[config.mk]
export PLATFORM = sky130hd
export DESIGN_NAME = sram_strobe_ctrl
export DESIGN_NICKNAME = d
export VERILOG_FILES = /design/src/rtl/sram_ctrl_pkg.sv /design/src/rtl/sram_pwrup_wait.sv /design/src/rtl/sram_phase_cnt.sv /design/src/rtl/sram_strobe_ctrl.sv
export SDC_FILE = /design/constraint.sdc
export NUM_CORES = 1
export LEC_CHECK = 0
export BUFFER_PORTS_ARGS = -buffer_cell sky130_fd_sc_hd__buf_2
export CAP_MARGIN = 25
export CORE_ASPECT_RATIO = 1.4
export CORE_MARGIN = 3
export CORE_UTILIZATION = 54
export DETAILED_ROUTE_END_ITERATION = 10
export GPL_TIMING_DRIVEN = 0
export PLACE_DENSITY = 0.93
export SLEW_MARGIN = 20
export SYNTH_ARGS = -nofsm -noshare
export SYNTH_HDL_FRONTEND = slang
export SYNTH_HIERARCHICAL = 1
export SYNTH_SLANG_ARGS = --single-unit
[constraint.sdc]
create_clock -name clk -period 2.79 [get_ports clk]
set_input_delay 0.1395 -clock clk [delete_from_list [all_inputs] [get_ports clk]]
set_output_delay 0.1395 -clock clk [all_outputs]
set_load 0.005 [all_outputs]
[src/rtl/sram_ctrl_pkg.sv]
package sram_ctrl_pkg;

    typedef enum logic [2:0] {
        ST_PWRUP,
        ST_IDLE,
        ST_READ,
        ST_WR_TURN,
        ST_WR_DATA,
        ST_WR_HOLD
    } ctrl_state_e;

    // Ceiling of t_ns / clk_ns, never below one cycle.
    function automatic int ns_to_cycles(input int t_ns, input int clk_ns);
        int c;
        c = (t_ns + clk_ns - 1) / clk_ns;
        if (c < 1) c = 1;
        return c;
    endfunction

    function automatic int imax(input int a, input int b);
        return (a > b) ? a : b;
    endfunction

endpackage

[src/rtl/sram_pwrup_wait.sv]
module sram_pwrup_wait #(
    parameter int CYCLES = 10000
) (
    input  logic clk,
    input  logic rst_n,
    output logic settled_o
);
    localparam int CW = $clog2(CYCLES + 1);

    typedef struct packed {
        logic [CW-1:0] cnt;
        logic          settled;
    } pw_t;

    pw_t d, q;

    always_comb begin
        d = q;
        if (!q.settled) begin
            d.cnt     = q.cnt + CW'(1);
            d.settled = (q.cnt == CW'(CYCLES - 1));
        end
    end

    always_ff @(posedge clk or negedge rst_n) begin
        if (!rst_n) q <= '0;
        else        q <= d;
    end

    assign settled_o = q.settled;

    AST_SETTLE_STICKY: assert property (@(posedge clk) disable iff (!rst_n)
        settled_o |=> settled_o);

endmodule

[src/rtl/sram_phase_cnt.sv]
module sram_phase_cnt #(
    parameter int W = 4
) (
    input  logic         clk,
    input  logic         rst_n,
    input  logic         load_i,
    input  logic [W-1:0] load_val_i,
    output logic         last_o
);
    logic [W-1:0] cnt_d, cnt_q;

    always_comb begin
        cnt_d = cnt_q;
        if (load_i)             cnt_d = load_val_i;
        else if (cnt_q != '0)   cnt_d = cnt_q - W'(1);
    end

    always_ff @(posedge clk or negedge rst_n) begin
        if (!rst_n) cnt_q <= '0;
        else        cnt_q <= cnt_d;
    end

    assign last_o = (cnt_q == W'(1));

    AST_LOAD_NONZERO: assert property (@(posedge clk) disable iff (!rst_n)
        load_i |-> (load_val_i != '0));

endmodule

[src/rtl/sram_strobe_ctrl.sv]
module sram_strobe_ctrl
    import sram_ctrl_pkg::*;
#(
    parameter int ADDR_W            = 16,
    parameter int DATA_W            = 16,
    parameter int CLK_PERIOD_NS     = 10,
    parameter int T_POWERUP_NS      = 100000,
    parameter int T_READ_CYCLE_NS   = 8,
    parameter int T_ADDR_ACCESS_NS  = 8,
    parameter int T_OE_ACCESS_NS    = 5,
    parameter int T_WRITE_CYCLE_NS  = 8,
    parameter int T_WE_PULSE_NS     = 6,
    parameter int T_CE_TO_WEND_NS   = 6,
    parameter int T_ADDR_TO_WEND_NS = 6,
    parameter int T_DATA_SETUP_NS   = 5,
    parameter int T_WE_TO_HIZ_NS    = 5
) (
    input  logic              clk,
    input  logic              rst_n,
    input  logic              req_valid,
    output logic              req_ready,
    input  logic              req_write,
    input  logic [ADDR_W-1:0] req_addr,
    input  logic [DATA_W-1:0] req_wdata,
    output logic              rsp_valid,
    output logic [DATA_W-1:0] rsp_rdata,
    output logic              sram_ce_n,
    output logic              sram_oe_n,
    output logic              sram_we_n,
    output logic [ADDR_W-1:0] sram_addr,
    output logic [DATA_W-1:0] sram_dq_o,
    output logic              sram_dq_oe,
    input  logic [DATA_W-1:0] sram_dq_i
);
    localparam int PWR_CYC = ns_to_cycles(T_POWERUP_NS, CLK_PERIOD_NS);
    localparam int RD_CYC  = imax(imax(ns_to_cycles(T_READ_CYCLE_NS, CLK_PERIOD_NS),
                                       ns_to_cycles(T_ADDR_ACCESS_NS, CLK_PERIOD_NS)),
                                  ns_to_cycles(T_OE_ACCESS_NS, CLK_PERIOD_NS));
    localparam int HZ_CYC  = ns_to_cycles(T_WE_TO_HIZ_NS, CLK_PERIOD_NS);
    localparam int WLO_CYC = imax(imax(ns_to_cycles(T_WE_PULSE_NS, CLK_PERIOD_NS),
                                       ns_to_cycles(T_CE_TO_WEND_NS, CLK_PERIOD_NS)),
                                  imax(ns_to_cycles(T_ADDR_TO_WEND_NS, CLK_PERIOD_NS),
                                       ns_to_cycles(T_WRITE_CYCLE_NS, CLK_PERIOD_NS)));
    localparam int DAT_CYC = imax(ns_to_cycles(T_DATA_SETUP_NS, CLK_PERIOD_NS),
                                  WLO_CYC - HZ_CYC);
    localparam int MAX_PH  = imax(RD_CYC, imax(HZ_CYC, DAT_CYC));
    localparam int PH_W    = $clog2(MAX_PH + 1);

    typedef struct packed {
        ctrl_state_e       st;
        logic              ce_n;
        logic              oe_n;
        logic              we_n;
        logic              dq_oe;
        logic [ADDR_W-1:0] addr;
        logic [DATA_W-1:0] wdata;
        logic [DATA_W-1:0] rdata;
        logic              rsp;
    } ctrl_t;

    ctrl_t d, q;

    logic            pwr_settled;
    logic            ph_load;
    logic [PH_W-1:0] ph_val;
    logic            ph_last;

    sram_pwrup_wait #(.CYCLES(PWR_CYC)) u_pwr (
        .clk       (clk),
        .rst_n     (rst_n),
        .settled_o (pwr_settled)
    );

    sram_phase_cnt #(.W(PH_W)) u_phase (
        .clk        (clk),
        .rst_n      (rst_n),
        .load_i     (ph_load),
        .load_val_i (ph_val),
        .last_o     (ph_last)
    );

    always_comb begin
        d       = q;
        d.rsp   = 1'b0;
        ph_load = 1'b0;
        ph_val  = '0;
        unique case (q.st)
            ST_PWRUP: begin
                if (pwr_settled) d.st = ST_IDLE;
            end
            ST_IDLE: begin
                if (req_valid) begin
                    d.addr  = req_addr;
                    d.wdata = req_wdata;
                    d.ce_n  = 1'b0;
                    ph_load = 1'b1;
                    if (req_write) begin
                        d.st   = ST_WR_TURN;
                        d.we_n = 1'b0;
                        ph_val = PH_W'(HZ_CYC);
                    end else begin
                        d.st   = ST_READ;
                        d.oe_n = 1'b0;
                        ph_val = PH_W'(RD_CYC);
                    end
                end
            end
            ST_READ: begin
                if (ph_last) begin
                    d.rdata = sram_dq_i;
                    d.rsp   = 1'b1;
                    d.ce_n  = 1'b1;
                    d.oe_n  = 1'b1;
                    d.st    = ST_IDLE;
                end
            end
            ST_WR_TURN: begin
                if (ph_last) begin
                    d.dq_oe = 1'b1;
                    ph_load = 1'b1;
                    ph_val  = PH_W'(DAT_CYC);
                    d.st    = ST_WR_DATA;
                end
            end
            ST_WR_DATA: begin
                if (ph_last) begin
                    d.we_n = 1'b1;
                    d.ce_n = 1'b1;
                    d.st   = ST_WR_HOLD;
                end
            end
            ST_WR_HOLD: begin
                d.dq_oe = 1'b0;
                d.st    = ST_IDLE;
            end
            default: d.st = ST_IDLE;
        endcase
    end

    always_ff @(posedge clk or negedge rst_n) begin
        if (!rst_n) begin
            q       <= '0;
            q.st    <= ST_PWRUP;
            q.ce_n  <= 1'b1;
            q.oe_n  <= 1'b1;
            q.we_n  <= 1'b1;
        end else begin
            q <= d;
        end
    end

    assign req_ready  = (q.st == ST_IDLE);
    assign rsp_valid  = q.rsp;
    assign rsp_rdata  = q.rdata;
    assign sram_ce_n  = q.ce_n;
    assign sram_oe_n  = q.oe_n;
    assign sram_we_n  = q.we_n;
    assign sram_addr  = q.addr;
    assign sram_dq_o  = q.wdata;
    assign sram_dq_oe = q.dq_oe;

    AST_PWRUP_QUIET: assert property (@(posedge clk) disable iff (!rst_n)
        !pwr_settled |-> (sram_ce_n && sram_we_n && !sram_dq_oe && !req_ready));
    AST_RSP_SINGLE: assert property (@(posedge clk) disable iff (!rst_n)
        rsp_valid |=> !rsp_valid);
    AST_WE_UNDER_CE: assert property (@(posedge clk) disable iff (!rst_n)
        !sram_we_n |-> !sram_ce_n);
    AST_IDLE_RELEASED: assert property (@(posedge clk) disable iff (!rst_n)
        req_ready |-> (!sram_dq_oe && sram_ce_n));
    AST_ADDR_HELD: assert property (@(posedge clk) disable iff (!rst_n)
        (!sram_ce_n && $past(!sram_ce_n)) |-> $stable(sram_addr));
    AST_NO_OE_WE: assert property (@(posedge clk) disable iff (!rst_n)
        !(!sram_oe_n && !sram_we_n));
    AST_NO_CONTENTION: assert property (@(posedge clk) disable iff (!rst_n)
        sram_dq_oe |-> sram_oe_n);

endmodule

==> impl_metrics.tcl, run 1 <==
set metrics [dict create \
    synth_area_per_cell_um2 13.09 \
    place.gp.congestion 0.7474 \
    dieHeight_um 97.94 \
    die_area_mm2 0.007020 \
    synth-edff-count 0 \
    peakVddDrop_mv 0.3233 \
    hold_viol 0 \
    gr-total-overflow 0 \
    h-tree-depth 3 \
    final_common_cell "buf_2" \
    start_util_pct 57.35 \
    clk_path_buf_depth 2 \
    stdcell_area_mm2 0.004123 \
    finalNonFillerCells 440 \
    antenna_left 0 \
    dr.pass1.iters 4 \
    cp.required_ns 3.00 \
    ios 106 \
    crit_path_end_kind "flip-flop" \
    synth_fp_nets 302 \
    ctsRootBufferMaster "clkbuf_8" \
    grt_first_pass_wirelength_mm 10.10 \
    power_leakage_uw 0.002163 \
    dieWidth_um 71.68 \
    rsz0062_at_grt "no" \
    critPathBufInv 1 \
    syn_inst 249 \
    post_drt_wl_per_cell_um 14.08 \
    crit_slowest_cell "nor3_4" \
    fin_hold_ws_ns 0.02115 \
    layout_setup_ws_ns 1.028 \
    synthArstFlopShare_pct 100.0 \
    final_cell_mix "buf_2 (110), dfrtp_1 (69), buf_4 (49), mux2_2 (40), xnor2_1 (11)" \
    setup_viol 0 \
    place_inst 423 \
    fin_setup_tns_ns 0 \
    clk_pin_slew_ns 0.07 \
    dp_hpwl_mm 4.627 \
    antenna_found_initial 0 \
    maxCapViolCount 0 \
    core_area_mm2 0.005685 \
    fin_crit_ns 1.762 \
    rows 32 \
    maxSlewViolCount 0 \
    synth_area_mm2 0.003261 \
    critPathKind "reg -> reg" \
    drive_gt1_share_pct 60.22 \
    drc_errors 0 \
    drt_iter0_drc 100 \
    crit_arrival_ns 1.98 \
    viasPerCell 4.970 \
    dp_slack_ns 1.035 \
    powerDensity_mw_per_mm2 771.3 \
    port_buffers 105 \
    grt_pass1_vias 2210 \
    cts_inserted_buffers 9 \
    grt_max_degree 58 \
    synth_cell_type_count 36 \
    diodes 0 \
    yosys_warnings 6 \
    cp_max_fo 10 \
    vias 2187 \
    cts_resized 0 \
    syn2layout_area_growth_pct 26.44 \
    ys_seq_area_share_pct 55.37 \
    status "complete, no violations" \
    fin_skew_ns 0.01061 \
    nets 420 \
    cts_tree "done" \
    post_cts_buffers 0 \
    ys.flop_type "dfrtp_1" \
    slowest_delay_ns 0.47 \
    placed_area_mm2 0.003901 \
    path_cells "nand2_1 > nor3_4 > buf_6 > mux2_1" \
    grt_use_total_pct 18.45 \
    hp-class "in -> reg" \
    cts.sinks 72 \
    worstSetupStartpointType "flip-flop" \
    fmax_mhz 567.4 \
    ctsHoldBuffers 1 \
    maxSlewHeadroom_pct 62.72 \
    period_share_pct 63.17 \
    crit_family "simple AND/OR/NAND/NOR gates" \
    ys_ff_latch 72 \
    drt-total-wl_mm 6.197 \
    clk_latency_ns 0.33 \
    max_slew.worst_pin.slew_ns 0.5574 \
]
==> routing by layer <==
layer	global-route usage [%]	share of wire (%)
met5	0	0
met4	6.223	1.1
met3	4.943	7.4
met2	32.58	52
met1	21.26	40
==> metrics by stage <==
stage / total power [uW] / util, %
finish: 3180 / 72.51
global route: 3358 / 72.51
CTS: 3224 / 72.51
detailed placement: 2343 / 68.62
global placement: 2281 / 68.09
floorplan: 1972 / -
==> cell families after synthesis <==
logic type,share of synthesized area [%]
and+or+nand+nor,8.251
buffers and inverters,12.66
xor gates and xnor gates,3.492
AOI/OAI and AO/OA,2.571
muxes,17.27
adders and majority gates,0.3837
DFF,55.37
==> worst register-to-register path, delay by kind of cell (launching register included) <==
kind                   cells  cell delay [ns]
and+or+nand+nor            2             0.64
DFF                        1             0.45
muxes                      1             0.33
buffers and inverters      1             0.22
==> cell type report <==
class	count	area [um2]
Sequential cell	72	1805
Clock inverter	6	83.83
Tap cell	68	85.08
Fill cell	375	1563
Timing Repair Buffer	107	565.5
Inverter	1	3.754
Clock buffer	10	127.6
Multi-Input combinational cell	119	1042
Buffer	57	409.1
==> synth_stat cells, types with 2 or more instances <==
library cell	n	area (um2)
dfrtp_1	69	1727
xnor2_1	11	96.34
dfstp_2	3	78.83
a31oi_1	2	12.51
buf_4	48	360.4
clkbuf_1	2	7.510
buf_2	6	30.03
nand4_1	3	18.77
nor2_1	5	18.77
xor2_1	2	17.52
a21oi_1	4	20.02
nand3_1	5	25.02
mux2_1	10	112.6
mux2_2	40	450.4
nand2b_1	4	25.02
and4b_1	3	30.03
and2_1	3	18.77
o21ai_0	5	25.02
nand2_1	7	26.28
==> path summary, 6_finish.rpt <==
kind | endpoint | cells past startpoint | from | slack (ns)
hold reg to reg | u_pwr/q[14]$_DFFE_PN0N_ | 1 | u_pwr/q[14]$_DFFE_PN0N_ | 0.48
setup reg to reg | rsp_rdata[12]$_DFFE_PN0P_ | 4 | u_phase/last_o$_DFF_PN0_ | 1.03
hold / removal | rsp_rdata[9]$_DFFE_PN0P_ | 2 | sram_dq_i[9] | 0.02
setup / recovery | rsp_rdata[12]$_DFFE_PN0P_ | 4 | u_phase/last_o$_DFF_PN0_ | 1.03
max in group asynchronous | sram_we_n$_DFFE_PN1P_ | 3 | rst_n | 2.00
min in group asynchronous | sram_addr[15]$_DFFE_PN0P_ | 2 | rst_n | 0.21
==> registers in the layout (all words and copies together), names as in the netlist <==
register         cells
q                    3
u_pwr/settled_o      1
sram_we_n            1
sram_ce_n            1
sram_dq_oe           1
rsp_rdata           16
sram_addr           16
sram_oe_n            1
u_phase/last_o       1
u_pwr/q             14
rsp_valid            1
sram_dq_o           16
==> power by group <==
group,total (uW),internal (uW),switching [uW]
Combinational,910,607,302
Clock,865,501,365
Sequential,1400,1280,124
Total,3180,2390,791
Power figures use the tool's default switching activity.
==> run 2, diff against run 1 <==
--- a/config.mk
+++ b/config.mk
@@ -9,10 +9,10 @@
 export CAP_MARGIN = 25
 export CORE_ASPECT_RATIO = 1.4
 export CORE_MARGIN = 3
-export CORE_UTILIZATION = 54
+export CORE_UTILIZATION = 50
 export DETAILED_ROUTE_END_ITERATION = 10
 export GPL_TIMING_DRIVEN = 0
-export PLACE_DENSITY = 0.93
+export PLACE_DENSITY = 0.88
 export SLEW_MARGIN = 20
 export SYNTH_ARGS = -nofsm -noshare
 export SYNTH_HDL_FRONTEND = slang
==> constraint.sdc (replaced) <==
create_clock -name clk -period 1.8 [get_ports clk]
set_input_delay 0.09 -clock clk [delete_from_list [all_inputs] [get_ports clk]]
set_output_delay 0.09 -clock clk [all_outputs]
set_load 0.005 [all_outputs]
==> run 2 against run 1 <==
Final area increased by 12%. Core utilization increased by 1.0 points. Sequential share of layout area decreased by 4.5 points. Non-clock buffer count increased by 49. Sequential power increased by 56%. Register-to-register slack got worse by 0.83 ns. Critical endpoint is now req_ready. Highest routed layer unchanged. Worst setup slack got worse by 0.86 ns.
==> impl_metrics.tcl, run 2 (synthesis gave the netlist of run 1 again) <==
set metrics [dict create \
    n_fill_cell 410 \
    h-tree-depth 3 \
    rsz0062_at_grt "no" \
    grt_first_pass_wirelength_mm 12.05 \
    crit_path_end_kind "primary output" \
    final_common_cell "buf_2" \
    grt_use_total_pct 21.14 \
    cts.sinks 72 \
    fmax_mhz 611.4 \
    vias 2414 \
    grt_max_degree 60 \
    internal-power_uw 3628 \
    cp_max_fo 10 \
    powerDensity_mw_per_mm2 1069 \
    switchingPower_uw 1288 \
    cts_inserted_buffers 9 \
    ios 106 \
    antenna_left 0 \
    period_share_pct 90.87 \
    finalNonFillerCells 492 \
    power_leakage_uw 0.002350 \
    cts_tree "done" \
    dp_hpwl_mm 4.375 \
    nets 469 \
    critPathKind "reg -> out" \
    drc_errors 0 \
    cp.required_ns 1.71 \
    clk_pin_slew_ns 0.07 \
    fin_hold_ws_ns 0.03305 \
    hold_viol 0 \
    fin_setup_tns_ns 0 \
    stdcell_area_mm2 0.004597 \
    p_comb_share_pct 31.0 \
    maxCapViolCount 0 \
    fin_skew_ns 0.01109 \
    start_util_pct 52.14 \
    clk_path_buf_depth 2 \
    peakVddDrop_mv 0.5222 \
    swShare_pct 26.20 \
    maxSlewHeadroom_pct 74.85 \
    diodes 0 \
    drt_iter0_drc 110 \
    dp_slack_ns 0.01936 \
    clockPowerShare_pct 24.4 \
    hp-class "in -> reg" \
    setup_viol 0 \
    ctsRootBufferMaster "clkbuf_8" \
    antenna_found_initial 0 \
    seqPwrFrac_pct 44.6 \
    placed_area_mm2 0.003906 \
    port_buffers 105 \
    rows 34 \
    grt_pass1_vias 2578 \
    max_slew.worst_pin.slew_ns 0.3773 \
    final_cell_mix "buf_2 (110), dfrtp_1 (69), buf_4 (50), dlygate4sd3_1 (49), mux2_2 (40)" \
    fin_crit_ns 1.636 \
    drt-total-wl_mm 7.381 \
    place.gp.congestion 0.8287 \
    drive_gt1_share_pct 53.33 \
    viasPerCell 4.907 \
    layout_setup_ws_ns 0.1644 \
    status "complete, no violations" \
    die_area_mm2 0.007540 \
    core_area_mm2 0.006254 \
    dieHeight_um 101.6 \
    clk_latency_ns 0.34 \
    dieWidth_um 74.25 \
    maxSlewViolCount 0 \
    dr.pass1.iters 4 \
    place_inst 427 \
    worstSetupStartpointType "flip-flop" \
    post_drt_wl_per_cell_um 15.00 \
    gr-total-overflow 0 \
    syn2layout_area_growth_pct 40.98 \
    crit_arrival_ns 1.55 \
]
[run 2: power by group through the flow]
stage	clock network, uW	logic (uW)	registers, uW
floorplan	0	911	2140
global placement	0	1360	2170
detailed placement	0	1410	2200
CTS	1250	1490	2160
global route	1320	1670	2230
finish	1200	1530	2190
[run 2: cell type report]
class,instances,area (um2),share of cell area (%)
inverter,1,3.754,0.08165
clock inverter,5,58.81,1.279
multi-input combinational,119,1049,22.81
buffer,57,409.1,8.900
clock buffer,10,127.6,2.776
timing repair buffer,156,1054,22.92
sequential,72,1805,39.28
tap,72,90.09,1.960
[run 2: worst paths after layout]
| path | start | end | slack (ns) | cells past startpoint |
|---|---|---|---|---|
| setup / recovery | q[55]$_DFFE_PN0P_ | req_ready | 0.16 | 4 |
| hold reg to reg | sram_ce_n$_DFFE_PN1P_ | sram_ce_n$_DFFE_PN1P_ | 0.48 | 2 |
| hold / removal | req_write | sram_oe_n$_DFFE_PN1P_ | 0.03 | 3 |
| min in group asynchronous | rst_n | sram_dq_o[2]$_DFFE_PN0P_ | 0.14 | 2 |
| max in group asynchronous | rst_n | sram_ce_n$_DFFE_PN1P_ | 1.07 | 3 |
| setup reg to reg | u_phase/last_o$_DFF_PN0_ | rsp_rdata[6]$_DFFE_PN0P_ | 0.20 | 4 |
[run 2: per-layer routing]
layer / global-route usage (%) / part of all wire (%)
met1: 23.97 / 40
met2: 36.75 / 51
met3: 7.051 / 6.6
met4: 7.534 / 2.4
met5: 0 / 0
[run 2: worst max-delay path: stages (launching register included)]
cell,delay (ns)
dfrtp_1,0.47
clkbuf_1,0.34
nand2b_1,0.21
nor2_1,0.05
buf_2,0.13
[run 2: repair_timing]
action | CTS | global route
hold endpoints to repair | 117 | 0
gates resized for setup | 0 | 1
buffers inserted | 0 | 1
setup endpoints to repair | 0 | 9
hold buffers | 49 | 0
[run 2: stage by stage]
stage               total power (uW)  utilization [%]
CTS                             4907            73.29
finish                          4916            73.51
detailed placement              3607            62.47
global route                    5219            73.51
floorplan                       3056                -
global placement                3529            61.98
